## config.mk

```make
export PLATFORM = sky130hd
export DESIGN_NAME = pwm3_top
export DESIGN_NICKNAME = d
export VERILOG_FILES = /design/src/rtl/pwm3_pkg.sv /design/src/rtl/pwm3_prescaler.sv /design/src/rtl/pwm3_carrier.sv /design/src/rtl/pwm3_deadtime.sv /design/src/rtl/pwm3_top.sv
export SDC_FILE = /design/constraint.sdc
export NUM_CORES = 1
export LEC_CHECK = 0
export ABC_AREA = 1
export ABC_CLOCK_PERIOD_IN_PS = 2850
export BUFFER_PORTS_ARGS = -buffer_cell sky130_fd_sc_hd__buf_2
export CAP_MARGIN = 25
export CORE_MARGIN = 4
export CORE_UTILIZATION = 25
export CTS_CLUSTER_SIZE = 24
export DETAILED_ROUTE_END_ITERATION = 6
export SLEW_MARGIN = 20
export SYNTH_ARGS = -nofsm -noshare
export SYNTH_HDL_FRONTEND = slang
export SYNTH_SLANG_ARGS = --single-unit
```

## constraint.sdc

```tcl
create_clock -name clk -period 2.85 [get_ports clk]
set_input_delay 0.57 -clock clk [delete_from_list [all_inputs] [get_ports clk]]
set_output_delay 0.57 -clock clk [all_outputs]
set_load 0.005 [all_outputs]
```

## src/rtl/pwm3_pkg.sv

```systemverilog
package pwm3_pkg;
  typedef enum logic [1:0] {
    PM_OFF  = 2'd0,
    PM_IDLE = 2'd1,
    PM_RUN  = 2'd2
  } pin_mode_e;
endpackage

```

## src/rtl/pwm3_prescaler.sv

```systemverilog
module pwm3_prescaler #(
  parameter int PRE_W = 3
) (
  input  logic             clk,
  input  logic             rst,
  input  logic             run,
  input  logic [PRE_W-1:0] sel,
  output logic             tick
);
  localparam int DIV_W = (1 << PRE_W) - 1;

  logic [DIV_W-1:0] div;
  logic [DIV_W-1:0] mask;

  assign mask = (DIV_W'(1) << sel) - DIV_W'(1);
  assign tick = run && ((div & mask) == mask);

  always_ff @(posedge clk) begin
    if (rst || !run) div <= '0;
    else             div <= div + DIV_W'(1);
  end


  tick_space_chk: assert property (@(posedge clk) disable iff (rst)
    (tick && sel != '0) |=> (!tick || sel != $past(sel)));
endmodule

```

## src/rtl/pwm3_carrier.sv

```systemverilog
module pwm3_carrier #(
  parameter int CNT_W  = 16,
  parameter int NUM_CH = 3
) (
  input  logic                         clk,
  input  logic                         rst,
  input  logic                         run,
  input  logic                         tick,
  input  logic [CNT_W-1:0]             peak_in,
  input  logic [NUM_CH-1:0][CNT_W-1:0] cu_in,
  input  logic [NUM_CH-1:0][CNT_W-1:0] cd_in,
  output logic [NUM_CH-1:0]            raw_pos
);
  logic [CNT_W-1:0]             cnt;
  logic [CNT_W-1:0]             pk_s;
  logic [NUM_CH-1:0][CNT_W-1:0] cu_s;
  logic [NUM_CH-1:0][CNT_W-1:0] cd_s;
  logic                         up;
  logic                         at_top;
  logic                         at_bottom;

  assign at_top    = (cnt == pk_s - CNT_W'(1));
  assign at_bottom = (cnt == CNT_W'(1));

  always_ff @(posedge clk) begin
    if (rst) begin
      cnt  <= '0;
      up   <= 1'b1;
      pk_s <= '0;
      cu_s <= '0;
      cd_s <= '0;
    end else if (!run) begin
      cnt  <= '0;
      up   <= 1'b1;
      pk_s <= peak_in;
      cu_s <= cu_in;
      cd_s <= cd_in;
    end else if (tick && pk_s != '0) begin
      if (up) begin
        cnt <= cnt + CNT_W'(1);
        if (at_top) up <= 1'b0;
      end else begin
        cnt <= cnt - CNT_W'(1);
        if (at_bottom) begin
          up   <= 1'b1;
          pk_s <= peak_in;
          cu_s <= cu_in;
          cd_s <= cd_in;
        end
      end
    end
  end

  for (genvar ch = 0; ch < NUM_CH; ch++) begin : g_cmp
    assign raw_pos[ch] = up ? (cnt >= cu_s[ch]) : (cnt > cd_s[ch]);
  end


  cnt_le_peak_chk: assert property (@(posedge clk) disable iff (rst)
    cnt <= pk_s);

  shadow_hold_chk: assert property (@(posedge clk) disable iff (rst)
    (run && !(tick && !up && cnt == CNT_W'(1)))
      |=> (!run || $stable({pk_s, cu_s, cd_s})));
endmodule

```

## src/rtl/pwm3_deadtime.sv

```systemverilog
module pwm3_deadtime
  import pwm3_pkg::*;
#(
  parameter int DT_W     = 8,
  parameter bit IDLE_ACT = 1'b0
) (
  input  logic            clk,
  input  logic            rst,
  input  pin_mode_e       mode,
  input  logic            active_high,
  input  logic [DT_W-1:0] dead,
  input  logic            raw,
  output logic            pin,
  output logic            oe,
  output logic            act
);
  localparam int HW = DT_W + 1;

  logic [HW-1:0] hold;
  logic [HW-1:0] lim;

  assign lim = {1'b0, dead} + HW'(1);

  always_ff @(posedge clk) begin
    if (rst || mode != PM_RUN || !raw) begin
      hold <= '0;
      act  <= 1'b0;
    end else begin
      if (hold != lim) hold <= hold + HW'(1);
      act <= (hold == lim);
    end
  end

  always_ff @(posedge clk) begin
    if (rst) begin
      pin <= 1'b0;
      oe  <= 1'b0;
    end else begin
      unique case (mode)
        PM_IDLE: begin
          oe  <= 1'b1;
          pin <= IDLE_ACT ~^ active_high;
        end
        PM_RUN: begin
          oe  <= 1'b1;
          pin <= act ~^ active_high;
        end
        default: begin
          oe  <= 1'b0;
          pin <= 1'b0;
        end
      endcase
    end
  end


  act_raw_chk: assert property (@(posedge clk) disable iff (rst)
    act |-> $past(raw));

  dt_gap_chk: assert property (@(posedge clk) disable iff (rst)
    $rose(act) |-> ($past(hold) == ({1'b0, $past(dead)} + HW'(1))));
endmodule

```

## src/rtl/pwm3_top.sv

```systemverilog
module pwm3_top
  import pwm3_pkg::*;
#(
  parameter int CNT_W  = 16,
  parameter int DT_W   = 8,
  parameter int PRE_W  = 3,
  parameter int NUM_CH = 3
) (
  input  logic                    clk,
  input  logic                    rst,
  input  logic                    ctrl_en,
  input  logic                    start,
  input  logic                    active_high,
  input  logic [PRE_W-1:0]        presc_sel,
  input  logic [CNT_W-1:0]        peak_in,
  input  logic [NUM_CH*CNT_W-1:0] cmp_up_in,
  input  logic [NUM_CH*CNT_W-1:0] cmp_dn_in,
  input  logic [DT_W-1:0]         dead_in,
  output logic [2*NUM_CH-1:0]     pwm_out,
  output logic [2*NUM_CH-1:0]     pwm_oe
);
  localparam int NUM_PIN = 2 * NUM_CH;

  pin_mode_e           mode_q;
  logic                tick;
  logic [NUM_CH-1:0]   raw_pos;
  logic [NUM_PIN-1:0]  act;
  logic                running;

  always_ff @(posedge clk) begin
    if (rst || !ctrl_en) mode_q <= PM_OFF;
    else if (!start)     mode_q <= PM_IDLE;
    else                 mode_q <= PM_RUN;
  end

  assign running = (mode_q == PM_RUN);

  pwm3_prescaler #(.PRE_W(PRE_W)) u_pre (
    .clk  (clk),
    .rst  (rst),
    .run  (running),
    .sel  (presc_sel),
    .tick (tick)
  );

  pwm3_carrier #(.CNT_W(CNT_W), .NUM_CH(NUM_CH)) u_car (
    .clk     (clk),
    .rst     (rst),
    .run     (running),
    .tick    (tick),
    .peak_in (peak_in),
    .cu_in   (cmp_up_in),
    .cd_in   (cmp_dn_in),
    .raw_pos (raw_pos)
  );

  for (genvar i = 0; i < NUM_PIN; i++) begin : g_pin
    logic raw_i;
    if (i % 2 == 0) begin : g_pos
      assign raw_i = raw_pos[i/2];
    end else begin : g_neg
      assign raw_i = ~raw_pos[i/2];
    end
    pwm3_deadtime #(.DT_W(DT_W), .IDLE_ACT(i % 2 == 1)) u_dt (
      .clk         (clk),
      .rst         (rst),
      .mode        (mode_q),
      .active_high (active_high),
      .dead        (dead_in),
      .raw         (raw_i),
      .pin         (pwm_out[i]),
      .oe          (pwm_oe[i]),
      .act         (act[i])
    );
  end

  for (genvar c = 0; c < NUM_CH; c++) begin : g_pair

    pair_excl_chk: assert property (@(posedge clk) disable iff (rst)
      !(act[2*c] && act[2*c+1]));
  end


  oe_off_chk: assert property (@(posedge clk) disable iff (rst)
    (mode_q == PM_OFF) |=> (pwm_oe == '0));
endmodule

```

### Word-level counts from Yosys, hierarchy flattened

Cells that the tools add are included.

* register bits: 205
* output and inout bits: 12
* logic and storage cells: 126

* $add $sub $neg: 12
* magnitude comparators: 6
* equality and inequality tests: 21
* shifts and indexed selects: 1
* muxes and demuxes: 27
* bitwise gates (word level): 9
* reduce and logical (&&, ||, !) cells: 20

Operators by type and width (count)
* 2-to-1 mux 48 bit: 8
* 2-to-1 mux 16 bit: 5
* adder 9 x 1 -> 9 bit, second input constant: 6
* equality test 9 bit: 6
* inequality test 9 bit: 6
* >= comparator 16 bit: 3
* greater-than comparator 16 bit: 3
* subtractor 16 x 1 -> 16 bit, second input constant: 2
* adder 16 x 1 -> 16 bit, second input constant: 1
* equality test 16 x 1 -> 1 bit, second input constant: 1
* equality test 16 bit: 1
* nonzero test 16 bit: 1
* one-hot mux 1 bit (2 select lines): 6
* adder 8 x 1 -> 9 bit, second input constant: 1
* logical OR 1 bit: 9
* inequality test 2 bit, second input constant: 4
* adder 7 x 1 -> 7 bit, second input constant: 1
* bitwise AND 7 bit: 1
* equality test 7 bit: 1
* 2-to-1 mux 1 bit: 7
* << shifter 1 x 3 -> 7 bit, first input constant: 1
* subtractor 7 x 2 -> 7 bit, second input constant: 1
* XNOR 1 bit: 6
* zero test 1 bit: 5
* 7 further kinds: 10

### Logic depth before layout (Yosys ltp)

Gate-level depths: netlist of run 1.

* depth after elaboration: 8
* depth in mapped cells: 17
* mapped depth without buffers: 15

### By module

A second synthesis of run 1 with hierarchy kept.

* cells, all modules: 2220
* area total of the unflattened synthesis: 15262.1 µm²

By module, submodules not included
* pwm3_carrier: times used 1, cells each 1170, area an instance 8526.9 µm², seq. area each 2582.5 µm²
* pwm3_deadtime at g_pin[0].u_dt ...: times used 3, cells each 160, area an instance 1033.5 µm², seq. area each 240.2 µm²
* pwm3_deadtime at g_pin[1].u_dt ...: times used 3, cells each 161, area an instance 1031.0 µm², seq. area each 240.2 µm²
* pwm3_prescaler: times used 1, cells each 75, area an instance 464.2 µm², seq. area each 140.1 µm²
* pwm3_top: times used 1, cells each 12, area an instance 77.6 µm², seq. area each 40.0 µm²

### Worst setup path after synthesis of run 1

Ideal clock, no wire load.

* kind: input to register
* start point: input presc_sel[1]
* end point: register u_car.cd_s[14] in the netlist's numbering
* library setup time: 116 ps
* data arrival time: 2183 ps
* required time: 2734 ps
* path slack: 551 ps
* cell stages on the path: 16
* cell sequence: nor2_2 nand2_1 ha_1 o21ai_1 nor2_1 nand3_1 nor2_2 nand3_4 inv_4 nand2_2 nand2_4 inv_4 buf_12 buf_8 nor2_1 nor2_1

* longest elaborated chain between the ends: 8

RTL lines
* start, declared: line pwm3_top.sv:14 `input logic [PRE_W-1:0] presc_sel,`
* << shifter 1 x 3 -> 7 bit (*): line pwm3_prescaler.sv:15 `assign mask = (DIV_W'(1) << sel) - DIV_W'(1);`
* subtractor 7 x 2 -> 7 bit (*): line pwm3_prescaler.sv:15
* bitwise AND 7 bit: line pwm3_prescaler.sv:16 `assign tick = run && ((div & mask) == mask);`
* equality test 7 bit (*): line pwm3_prescaler.sv:16
* logical AND 1 bit (*): line pwm3_prescaler.sv:16
* logical AND 1 bit (*): line pwm3_carrier.sv:38 `end else if (tick && pk_s != '0) begin`
* inequality test 2 bit (no line) (*)
* AND reduction 3 bit (no line) (*)
* end signal, assigned: line pwm3_carrier.sv:37 `cd_s <= cd_in;`
* end signal, assigned: line pwm3_carrier.sv:48 `cd_s <= cd_in;`
* end, declared: line pwm3_carrier.sv:17 `logic [NUM_CH-1:0][CNT_W-1:0] cd_s;`

Every way passes the cells marked *; elsewhere a longest branch is shown, timed or not.
A chain may end at the register's enable or synchronous reset.

### Worst setup path after layout of run 1

* start point: register u_car.cnt[10]
* end point: register u_car.cd_s[38] in the netlist's numbering

* longest elaborated chain between the ends: 3

RTL lines
* start, declared: line pwm3_carrier.sv:14 `logic [CNT_W-1:0] cnt;`
* start signal, assigned: line pwm3_carrier.sv:40 `cnt <= cnt + CNT_W'(1);`
* start signal, assigned: line pwm3_carrier.sv:43 `cnt <= cnt - CNT_W'(1);`
* equality test 16 x 1 -> 1 bit: line pwm3_carrier.sv:23 `assign at_bottom = (cnt == CNT_W'(1));`
* inequality test 2 bit (no line)
* AND reduction 3 bit (no line)

Every way passes these cells.

==> results of run 1 <==
## logic make-up (layout without fill, tap and decap cells)
| kind of cell | after synthesis | after routing | share of synthesized area |
|---|---|---|---|
| fa+ha+maj | 111 | 111 | 0.101 |
| simple gates | 1023 | 1023 | 0.349 |
| buf+inv | 309 | 517 | 0.100 |
| xor+xnor | 69 | 69 | 0.0461 |
| other cells | 0 | 1 | 0 |
| compound gates | 282 | 282 | 0.105 |
| flops | 205 | 205 | 0.298 |
## worst max-delay path, delay by kind of cell, from the launching register on
family                 cells  cell delay (ns)
buffers and inverters      2             0.60
and+or+nand+nor            6             1.13
AOI/OAI and AO/OA          1             0.16
DFF                        1             0.52
## where the power goes
| part | internal (W) | total, W | switching, W |
|---|---|---|---|
| Combinational | 0.000370 | 0.000945 | 0.000575 |
| Clock | 0.00206 | 0.00336 | 0.00130 |
| Sequential | 0.00298 | 0.00305 | 0.0000739 |
## worst max-delay path by stage
stage | startpoint | endpoint | cells after the start
after floorplan | presc_sel[1] | u_car.cd_s[14]$_SDFFE_PP0P_ | 16
after global placement | presc_sel[1] | u_car.cd_s[14]$_SDFFE_PP0P_ | 16
after detailed placement | presc_sel[1] | u_car.cd_s[14]$_SDFFE_PP0P_ | 16
after CTS | u_car.cnt[2]$_SDFFE_PP0P_ | u_car.cd_s[14]$_SDFFE_PP0P_ | 9
after global routing | u_car.cnt[10]$_SDFFE_PP0P_ | u_car.cd_s[22]$_SDFFE_PP0P_ | 9
final | u_car.cnt[10]$_SDFFE_PP0P_ | u_car.cd_s[38]$_SDFFE_PP0P_ | 9
## synth_stat cells, drive strengths merged, types with 6 or more instances
cell	instances	share of area
nand2	419	0.12
nor2	366	0.12
inv	235	0.065
dfxtp	205	0.30
o21ai	148	0.054
a21oi	120	0.044
ha	111	0.10
nand3	99	0.045
nand4	87	0.041
xor2	54	0.036
buf	41	0.027
clkbuf	27	0.0074
nor3	26	0.013
xnor2	15	0.010
nand3b	11	0.0060
nor4	8	0.0041
a31oi	6	0.0027
clkinv	6	0.0016
## flip-flops by register name, indices dropped and copies added, names as in the netlist, 2 cells and up
name and flops:
u_car.cd_s 48, g_pin.u_dt.hold 54, mode_q 2, g_pin.u_dt.act 6, g_pin.u_dt.pin 6, u_pre.div 7
u_car.pk_s 16, u_car.cu_s 48, u_car.cnt 16
## placed cells by master, fill, tap and decap left out, types with 22 or more instances in the layout
| cell type | instances |
|---|---|
| ha_1 | 111 |
| nand2_1 | 403 |
| inv_1 | 224 |
| nand4_1 | 86 |
| o21ai_0 | 128 |
| nor3_1 | 22 |
| nor2_2 | 61 |
| nand3_1 | 86 |
| buf_2 | 139 |
| xor2_1 | 51 |
| a21oi_1 | 120 |
| nor2_1 | 294 |
| clkbuf_16 | 25 |
| dfxtp_1 | 205 |
| buf_4 | 88 |
## per-stage QoR
stage | instances | power, W | instance area [um2] | setup WS [ns] | util
5_1_grt | 2903 | 0.00772 | 16500 | 0.0543 | 0.305
3_5_place_dp | 2860 | 0.00406 | 15600 | 0.161 | 0.289
2_1_floorplan | 1999 | 0.00373 | 13800 | 0.551 | -
4_1_cts | 2903 | 0.00748 | 16500 | 0.289 | 0.305
6_report | 2904 | 0.00736 | 16500 | 0.231 | 0.305
3_3_place_gp | 2860 | 0.00406 | 15600 | 0.165 | 0.289
## cell type report
class | count | area [um2]
sequential | 205 | 4100
tap | 696 | 871
timing repair buffer | 233 | 1480
clock buffer | 31 | 688
fill | 5855 | 37600
clock inverter | 12 | 170
antenna | 1 | 2.50
inverter | 241 | 910
multi-input combinational | 1485 | 8270
## per-layer routing
metal,routed length (um),GRT usage
met3,2180,0.0219
met2,18100,0.224
met1,20400,0.190
met5,7,0
met4,774,0.0326
==> flow_summary.json, run 1 <==
{
  "outcome": "completed",
  "drive_gt1_frac": 0.180,
  "htreeDepth": 1,
  "crit_path_top_delay_cell": "dfxtp_1",
  "grt_pass1_wl_um": 66100,
  "wl_um": 41500,
  "dieHeight_um": 243,
  "path_class": "reg -> reg",
  "slew_violations": 0,
  "grt_pass1_vias": 12400,
  "drtAntennaViolNets": 0,
  "portBuffers": 139,
  "cts_tree": "yes",
  "setup-tns-final_ns": 0,
  "drc": 0,
  "cp_slowest_stage_delay_ns": 0.52,
  "antenna_found_initial": 1,
  "finClkSkew_ns": 0.0246,
  "path_max_fanout": 113,
  "syn_avg_cell_area_um2": 6.88,
  "wl_per_cell_um": 14.3,
  "die-width_um": 243,
  "r2r_start": "u_car.cnt[10]$_SDFFE_PP0P_",
  "total_leakage_power_nw": 7.41,
  "vias_per_cell": 4.48,
  "num_io_pins": 140,
  "area_growth_pct": 19.9,
  "clk_pin_slew_ns": 0.07,
  "die_area_um2": 58800,
  "synth_ff_type": "dfxtp_1",
  "min_period_ns": 2.62,
  "finalHoldViolCount": 0,
  "arrival_ns": 3.08,
  "fmax_mhz": 382,
  "synth_nets": 2238,
  "max-vdd-ir-drop_mv": 0.357,
  "r2r-end": "u_car.cd_s[38]$_SDFFE_PP0P_",
  "ys_warn_count": 0,
  "synthesis.area_um2": 13800,
  "grt.overflow.total": 0,
  "maxSlewHeadroom": 0.484,
  "async_flop_share": 0,
  "synth_edf_count": 0,
  "grt_max_degree": 114,
  "synth-seq-cells": 205,
  "cts_buffers": 24,
  "clkLatencyLatePin_ns": 0.54,
  "drv_cap": 0,
  "start_util": 0.254,
  "hold_buffers": 0,
  "rsz0062_at_grt": "false",
  "min_period_over_period": 0.919,
  "synth.distinct_cells": 47,
  "root_buffer": "clkbuf_16",
  "hold_depth": 2,
  "tightest_slew_ns": 0.773,
  "required_ns": 3.31,
  "gr-usage-all-layers": 0.137,
  "cp-start-kind": "register",
  "via_count": 13000,
  "cts_sinks": 205,
  "cts_resized": 0,
  "ff2ff_setup_slack_ns": 0.23,
  "reg2regPathDepth": 9,
  "setup_viol": 0,
  "whs_ns": 0.237,
  "clockBufferDepth": 3,
  "post_cts_buffers": 0,
  "first_pass_iters": 5,
  "power.density_nw_per_um2": 446,
  "min_from": "start",
  "place.gp.congestion": 0.897,
  "netlist_instances": 1999,
  "cp_common_cell": "nor2_1",
  "core_area_um2": 54100,
  "drt_iter0_drc": 987,
  "path_cells": "buf_4 -> nor2_1 -> nand2_1 -> nor4_2 -> nand2_2 -> nand2_4 -> buf_12 -> o21ai_0 -> nor2_1",
  "min_path_type": "in -> reg",
  "rows": 85,
  "min_to": "mode_q[0]$_SDFF_PP0_",
  "dp.final_hpwl_um": 31400,
  "nets": 2429,
  "synth_seq_area_share": 0.298,
  "worst_setup_path_end_kind": "register"
}
(Power assumes the default switching activity.)
==> run 2, diff against run 1 <==
Settings changed: ABC_CLOCK_PERIOD_IN_PS 2850 to 2400, CORE_MARGIN 4 to 1.5.
Clock period 2.85 ns to 2.4 ns, I/O delays scaled along.
==> run 2 against run 1 <==
Setup slack lost 0.065 ns. Maximum frequency grew 17%. Power grew 24%. Cell count grew 1.7%. Die area shrank 4.1%. Core utilization grew 1.1 points. Largest power group unchanged.
==> flow_summary.json, run 2 (synthesis results as in run 1) <==
{
  "root_buffer": "clkbuf_16",
  "clk_pin_slew_ns": 0.06,
  "wl_per_cell_um": 14.2,
  "routed.top_layer": "met5",
  "first_pass_iters": 5,
  "cp.depth": 15,
  "tightest_slew_ns": 0.487,
  "core_area_um2": 54100,
  "vias_per_cell": 4.50,
  "num_io_pins": 140,
  "drt_iter0_drc": 727,
  "min_path_type": "in -> reg",
  "drv_cap": 0,
  "power.density_nw_per_um2": 535,
  "comb_power_share": 0.127,
  "worst_setup_path_end_kind": "register",
  "grt.overflow.total": 0,
  "worstSetupEndpoint": "u_car.cd_s[6]$_SDFFE_PP0P_",
  "maxSlewHeadroom": 0.673,
  "cts_buffers": 27,
  "cp-start-kind": "register",
  "htreeDepth": 1,
  "gr-usage-all-layers": 0.149,
  "r2r-end": "u_car.cd_s[6]$_SDFFE_PP0P_",
  "min_period_ns": 2.23,
  "largestRegisters": "g_pin.u_dt.hold: 54 flops, u_car.cd_s: 48 flops, u_car.cu_s: 48 flops",
  "grt_max_degree": 114,
  "final_common_cell": "nand2_1",
  "reg2regPathDepth": 15,
  "die-width_um": 238,
  "setup-tns-final_ns": 0,
  "required_ns": 2.86,
  "cp_slowest_stage_delay_ns": 0.35,
  "place.gp.congestion": 0.872,
  "via_count": 13300,
  "area_growth_pct": 24.2,
  "fmax_mhz": 448,
  "max-vdd-ir-drop_mv": 0.474,
  "dieHeight_um": 238,
  "slew_violations": 0,
  "arrival_ns": 2.69,
  "finalHoldViolCount": 0,
  "finClkSkew_ns": 0.0295,
  "clkLatencyLatePin_ns": 0.57,
  "final_cell_area_um2": 17100,
  "dp.final_hpwl_um": 32000,
  "drtAntennaViolNets": 0,
  "wl_met2_um": 18200,
  "path_cells": "inv_1 -> ha_2 -> inv_2 -> nor2_4 -> nand3_4 -> nor2_4 -> nand3_2 -> nand3_4 -> inv_4 -> nand2_2 -> nand2_4 -> buf_4 -> buf_12 -> o21ai_0 -> nor2_1",
  "setup_viol": 0,
  "wl_met3_um": 1970,
  "cts_sinks": 205,
  "min_period_over_period": 0.931,
  "antenna_found_initial": 4,
  "largest_reg_flops": 54,
  "r2r_start": "u_car.pk_s[0]$_SDFFE_PP0P_",
  "p_clk_frac": 0.476,
  "rows": 85,
  "grt_pass1_wl_um": 67500,
  "portBuffers": 139,
  "total_leakage_power_nw": 7.71,
  "ff2ff_setup_slack_ns": 0.17,
  "nets": 2474,
  "start_util": 0.254,
  "rsz0062_at_grt": "true",
  "cpLargestDelayFamily": "simple AND/OR/NAND/NOR gates",
  "grt_pass1_vias": 12600,
  "cellInternalPower_w": 0.00668,
  "switchingPower_w": 0.00246,
  "wl_um": 42100,
  "die_area_um2": 56400,
  "crit_path_top_delay_cell": "dfxtp_1",
  "clockBufferDepth": 3,
  "worstSetupStartpoint": "u_car.pk_s[0]$_SDFFE_PP0P_",
  "regMostFlops": "g_pin.u_dt.hold",
  "path_max_fanout": 29,
  "path_class": "reg -> reg",
  "cp_num_buf_inv": 5,
  "wirelength_met1_um": 20900,
  "seqPwrFrac": 0.397,
  "drive_gt1_frac": 0.201,
  "dpl-instance-area_um2": 16100,
  "final_cell_mix": "nand2_1 (403), nor2_1 (294), inv_1 (224)",
  "cts_tree": "yes",
  "swShare": 0.269,
  "drc": 0,
  "nFillCells": 5851,
  "outcome": "completed"
}
-- run 2: cell types whose count changed in the layout (fill, tap and decap cells not counted), sizes merged --
cell      delta
inv          +2
bufinv       +1
clkbuf       -1
clkinv       +3
clkinvlp     +2
buf         +42
-- run 2: through the flow --
step / total power, W / std cells / util / hold slack, ns / setup WS, ns
6_report: 0.00914 / 2953 / 0.315 / 0.131 / 0.167
4_1_cts: 0.00929 / 2951 / 0.315 / 0.105 / 0.0464
3_5_place_dp: 0.00486 / 2901 / 0.297 / 0.457 / -0.0651
2_1_floorplan: 0.00443 / 1999 / - / 0.428 / 0.191
5_1_grt: 0.00961 / 2952 / 0.315 / 0.118 / -0.00901
3_3_place_gp: 0.00486 / 2901 / 0.297 / 0.449 / -0.0418
-- run 2: power groups by stage --
stage | clock network (W) | registers, W | logic, W
after global placement | 0 | 0.00370 | 0.00115
after global routing | 0.00464 | 0.00365 | 0.00133
after floorplan | 0 | 0.00367 | 0.000756
after CTS | 0.00449 | 0.00363 | 0.00117
final | 0.00435 | 0.00363 | 0.00116
after detailed placement | 0 | 0.00370 | 0.00116
-- run 2: worst reg2reg max path, delay by kind of cell, from the launching register on --
| family | cells | cell delay (ns) |
|---|---|---|
| adder cells (fa/ha/maj) | 1 | 0.22 |
| AO/OA/AOI/OAI | 1 | 0.19 |
| flip-flops | 1 | 0.35 |
| buffers and inverters | 5 | 0.54 |
| AND/OR/NAND/NOR | 8 | 0.84 |
-- run 2: repair_timing --
action	in CTS	in global routing
gates resized for setup	0	11
buffers inserted	0	1
hold buffers	0	0
setup endpoints to repair	0	119
-- run 2: layer usage --
layer  track usage  vias up
met1         0.211     5988
met4        0.0425        6
met3        0.0217       61
li1              -     6992
met5             0        -
met2         0.236      256
-- run 2: area by class of cell --
cell class              count  area (um2)  area share
clock inverters            20         248      0.0145
well taps                 696         871      0.0510
inverters                 241         912      0.0534
repair buffers            275        1940       0.114
diodes                      1        2.50    0.000147
clock buffers              30         707      0.0414
flip-flops and latches    205        4110       0.241
multi-input cells        1485        8280       0.485
-- run 2: worst min path at each step --
stage	depth (start not counted)	slack (ns)	end	startpoint
floorplan	1	0.43	g_pin[1].u_dt.pin$_SDFF_PP0_	g_pin[1].u_dt.act$_SDFF_PP0_
global placement	1	0.45	u_pre.div[0]$_SDFF_PP0_	u_pre.div[0]$_SDFF_PP0_
detailed placement	1	0.46	u_pre.div[0]$_SDFF_PP0_	u_pre.div[0]$_SDFF_PP0_
CTS	3	0.10	u_car.cd_s[6]$_SDFFE_PP0P_	cmp_dn_in[6]
global route	3	0.12	u_car.cd_s[6]$_SDFFE_PP0P_	cmp_dn_in[6]
finish	2	0.13	mode_q[0]$_SDFF_PP0_	start
==> run 3, diff against run 2 <==
Settings changed: CORE_UTILIZATION 25 to 55, MAX_ROUTING_LAYER set to met4, PLACE_DENSITY set to 0.78.
==> run 3 against run 2 <==
Via count is 4.6% higher. Sequential share of layout area is 0.98 points higher. First-iteration DRC count is 92% higher. Count of clock-buffer cells in the layout is 4 higher. Wire length is 8.8% lower. Register-to-register slack worse by 0.04 ns. Sequential power hardly changed. Clock skew is 0.0068 ns lower. Flip-flop and latch count stayed put. Die area is 54% lower. Highest routed layer is now met4.
==> flow_summary.json, run 3 (synthesis results as in run 1) <==
{
  "path_max_fanout": 9,
  "dp.final_hpwl_um": 27800,
  "fmax_mhz": 439,
  "finalHoldViolCount": 0,
  "vias_per_cell": 5.43,
  "cp-start-kind": "register",
  "swShare": 0.267,
  "finClkSkew_ns": 0.0227,
  "start_util": 0.562,
  "min_path_type": "in -> reg",
  "clkLatencyLatePin_ns": 0.53,
  "setup_viol": 0,
  "worst_setup_path_end_kind": "register",
  "diodes": 0,
  "post_cts_buffers": 0,
  "p_clk_frac": 0.436,
  "wl_met2_um": 16800,
  "rsz0062_at_grt": "true",
  "switchingPower_w": 0.00226,
  "final_cell_mix": "nand2_1 (403), nor2_1 (294), inv_1 (224)",
  "arrival_ns": 2.74,
  "dpl-instance-area_um2": 15500,
  "place.gp.congestion": 0.991,
  "min_period_over_period": 0.949,
  "die_area_um2": 26000,
  "num_io_pins": 140,
  "clk_pin_slew_ns": 0.06,
  "final_cell_area_um2": 16400,
  "wl_um": 38400,
  "worstSetupStartpoint": "u_car.cnt[11]$_SDFFE_PP0P_",
  "drtAntennaViolNets": 0,
  "r2r_start": "u_car.cnt[11]$_SDFFE_PP0P_",
  "cts_sinks": 205,
  "final_common_cell": "nand2_1",
  "drt_iter0_drc": 1399,
  "area_growth_pct": 19.2,
  "root_buffer": "clkbuf_16",
  "clockBufferDepth": 3,
  "slew_violations": 0,
  "die-width_um": 161,
  "wl_met3_um": 3030,
  "max-vdd-ir-drop_mv": 0.563,
  "fin_util": 0.670,
  "dieHeight_um": 161,
  "path_class": "reg -> reg",
  "worstSetupEndpoint": "g_pin[1].u_dt.hold[3]$_SDFFE_PP0N_",
  "tightest_slew_ns": 0.991,
  "r2r-end": "g_pin[1].u_dt.hold[3]$_SDFFE_PP0N_",
  "wirelength_met1_um": 17400,
  "core_area_um2": 24500,
  "total_leakage_power_nw": 7.58,
  "cts_tree": "yes",
  "grt_pass1_wl_um": 62900,
  "rows": 57,
  "grt.overflow.total": 0,
  "gr-usage-all-layers": 0.301,
  "outcome": "completed",
  "grt_pass1_vias": 13200,
  "htreeDepth": 1,
  "cellInternalPower_w": 0.00621,
  "grt_max_degree": 114,
  "nets": 2459,
  "drc": 0,
  "portBuffers": 139,
  "via_count": 13900,
  "drive_gt1_frac": 0.191,
  "first_pass_iters": 5,
  "comb_power_share": 0.136,
  "seqPwrFrac": 0.428,
  "wl_per_cell_um": 15.0,
  "regMostFlops": "g_pin.u_dt.hold",
  "routed.top_layer": "met4",
  "required_ns": 2.86,
  "power.density_nw_per_um2": 517,
  "largestRegisters": "g_pin.u_dt.hold: 54 flops, u_car.cd_s: 48 flops, u_car.cu_s: 48 flops",
  "reg2regPathDepth": 10,
  "antenna_found_initial": 0,
  "nFillCells": 2051,
  "cts_buffers": 24,
  "maxSlewHeadroom": 0.339,
  "ff2ff_setup_slack_ns": 0.12,
  "drv_cap": 0,
  "min_period_ns": 2.28,
  "largest_reg_flops": 54
}
## run 3: how the worst min path moves through the flow
stage	start	end	slack, ns	cells past startpoint
final	start	mode_q[0]$_SDFF_PP0_	0.14	2
after global routing	start	mode_q[0]$_SDFF_PP0_	0.14	2
after CTS	start	mode_q[0]$_SDFF_PP0_	0.13	2
after detailed placement	g_pin[1].u_dt.act$_SDFF_PP0_	g_pin[1].u_dt.pin$_SDFF_PP0_	0.46	1
after global placement	g_pin[1].u_dt.act$_SDFF_PP0_	g_pin[1].u_dt.pin$_SDFF_PP0_	0.45	1
after floorplan	g_pin[1].u_dt.act$_SDFF_PP0_	g_pin[1].u_dt.pin$_SDFF_PP0_	0.43	1
## run 3: critical path: stages (launching register included)
cell     delay, ns
dfxtp_1       0.64
buf_4         0.20
ha_1          0.23
a21oi_1       0.14
o21ai_0       0.09
a31oi_1       0.17
nand2_1       0.08
nand2_1       0.18
nand3_1       0.16
buf_4         0.21
a21oi_1       0.12
## run 3: layout make-up
| class | count | area (um2) | share of cell area |
|---|---|---|---|
| flip-flops and latches | 205 | 4110 | 0.250 |
| multi-input cells | 1485 | 8280 | 0.505 |
| clock inverters | 9 | 101 | 0.00618 |
| clock buffers | 34 | 689 | 0.0421 |
| repair buffers | 263 | 1900 | 0.116 |
| well taps | 324 | 405 | 0.0247 |
| inverters | 241 | 912 | 0.0556 |
## run 3: per-layer routing
layer / GRT usage / vias to the layer above
li1: - / 6945
met1: 0.407 / 6364
met2: 0.465 / 523
met3: 0.0419 / 87
met4: 0.0964 / 0
met5: - / -
## run 3: power by group through the flow
stage / sequential (W) / clock [W] / combinational, W
2_1_floorplan: 0.00367 / 0 / 0.000756
3_5_place_dp: 0.00370 / 0 / 0.00112
5_1_grt: 0.00364 / 0.00388 / 0.00130
3_3_place_gp: 0.00370 / 0 / 0.00108
4_1_cts: 0.00362 / 0.00375 / 0.00113
6_report: 0.00363 / 0.00370 / 0.00115
## run 3: timing repair
action	CTS	global route
hold buffers	0	0
endpoints found under the setup margin	0	69
resized for setup	0	11
## run 3: per-stage QoR
| step | std cells | TNS, ns | power [W] | hold WS [ns] | worst slack [ns] |
|---|---|---|---|---|---|
| floorplan | 1999 | 0 | 0.00443 | 0.428 | 0.191 |
| global placement | 2517 | -0.198 | 0.00477 | 0.446 | -0.0172 |
| detailed placement | 2517 | -5.71 | 0.00481 | 0.456 | -0.102 |
| CTS | 2560 | 0 | 0.00851 | 0.128 | 0.0241 |
| global route | 2561 | -0.0192 | 0.00882 | 0.141 | -0.00825 |
| finish | 2561 | 0 | 0.00847 | 0.139 | 0.122 |
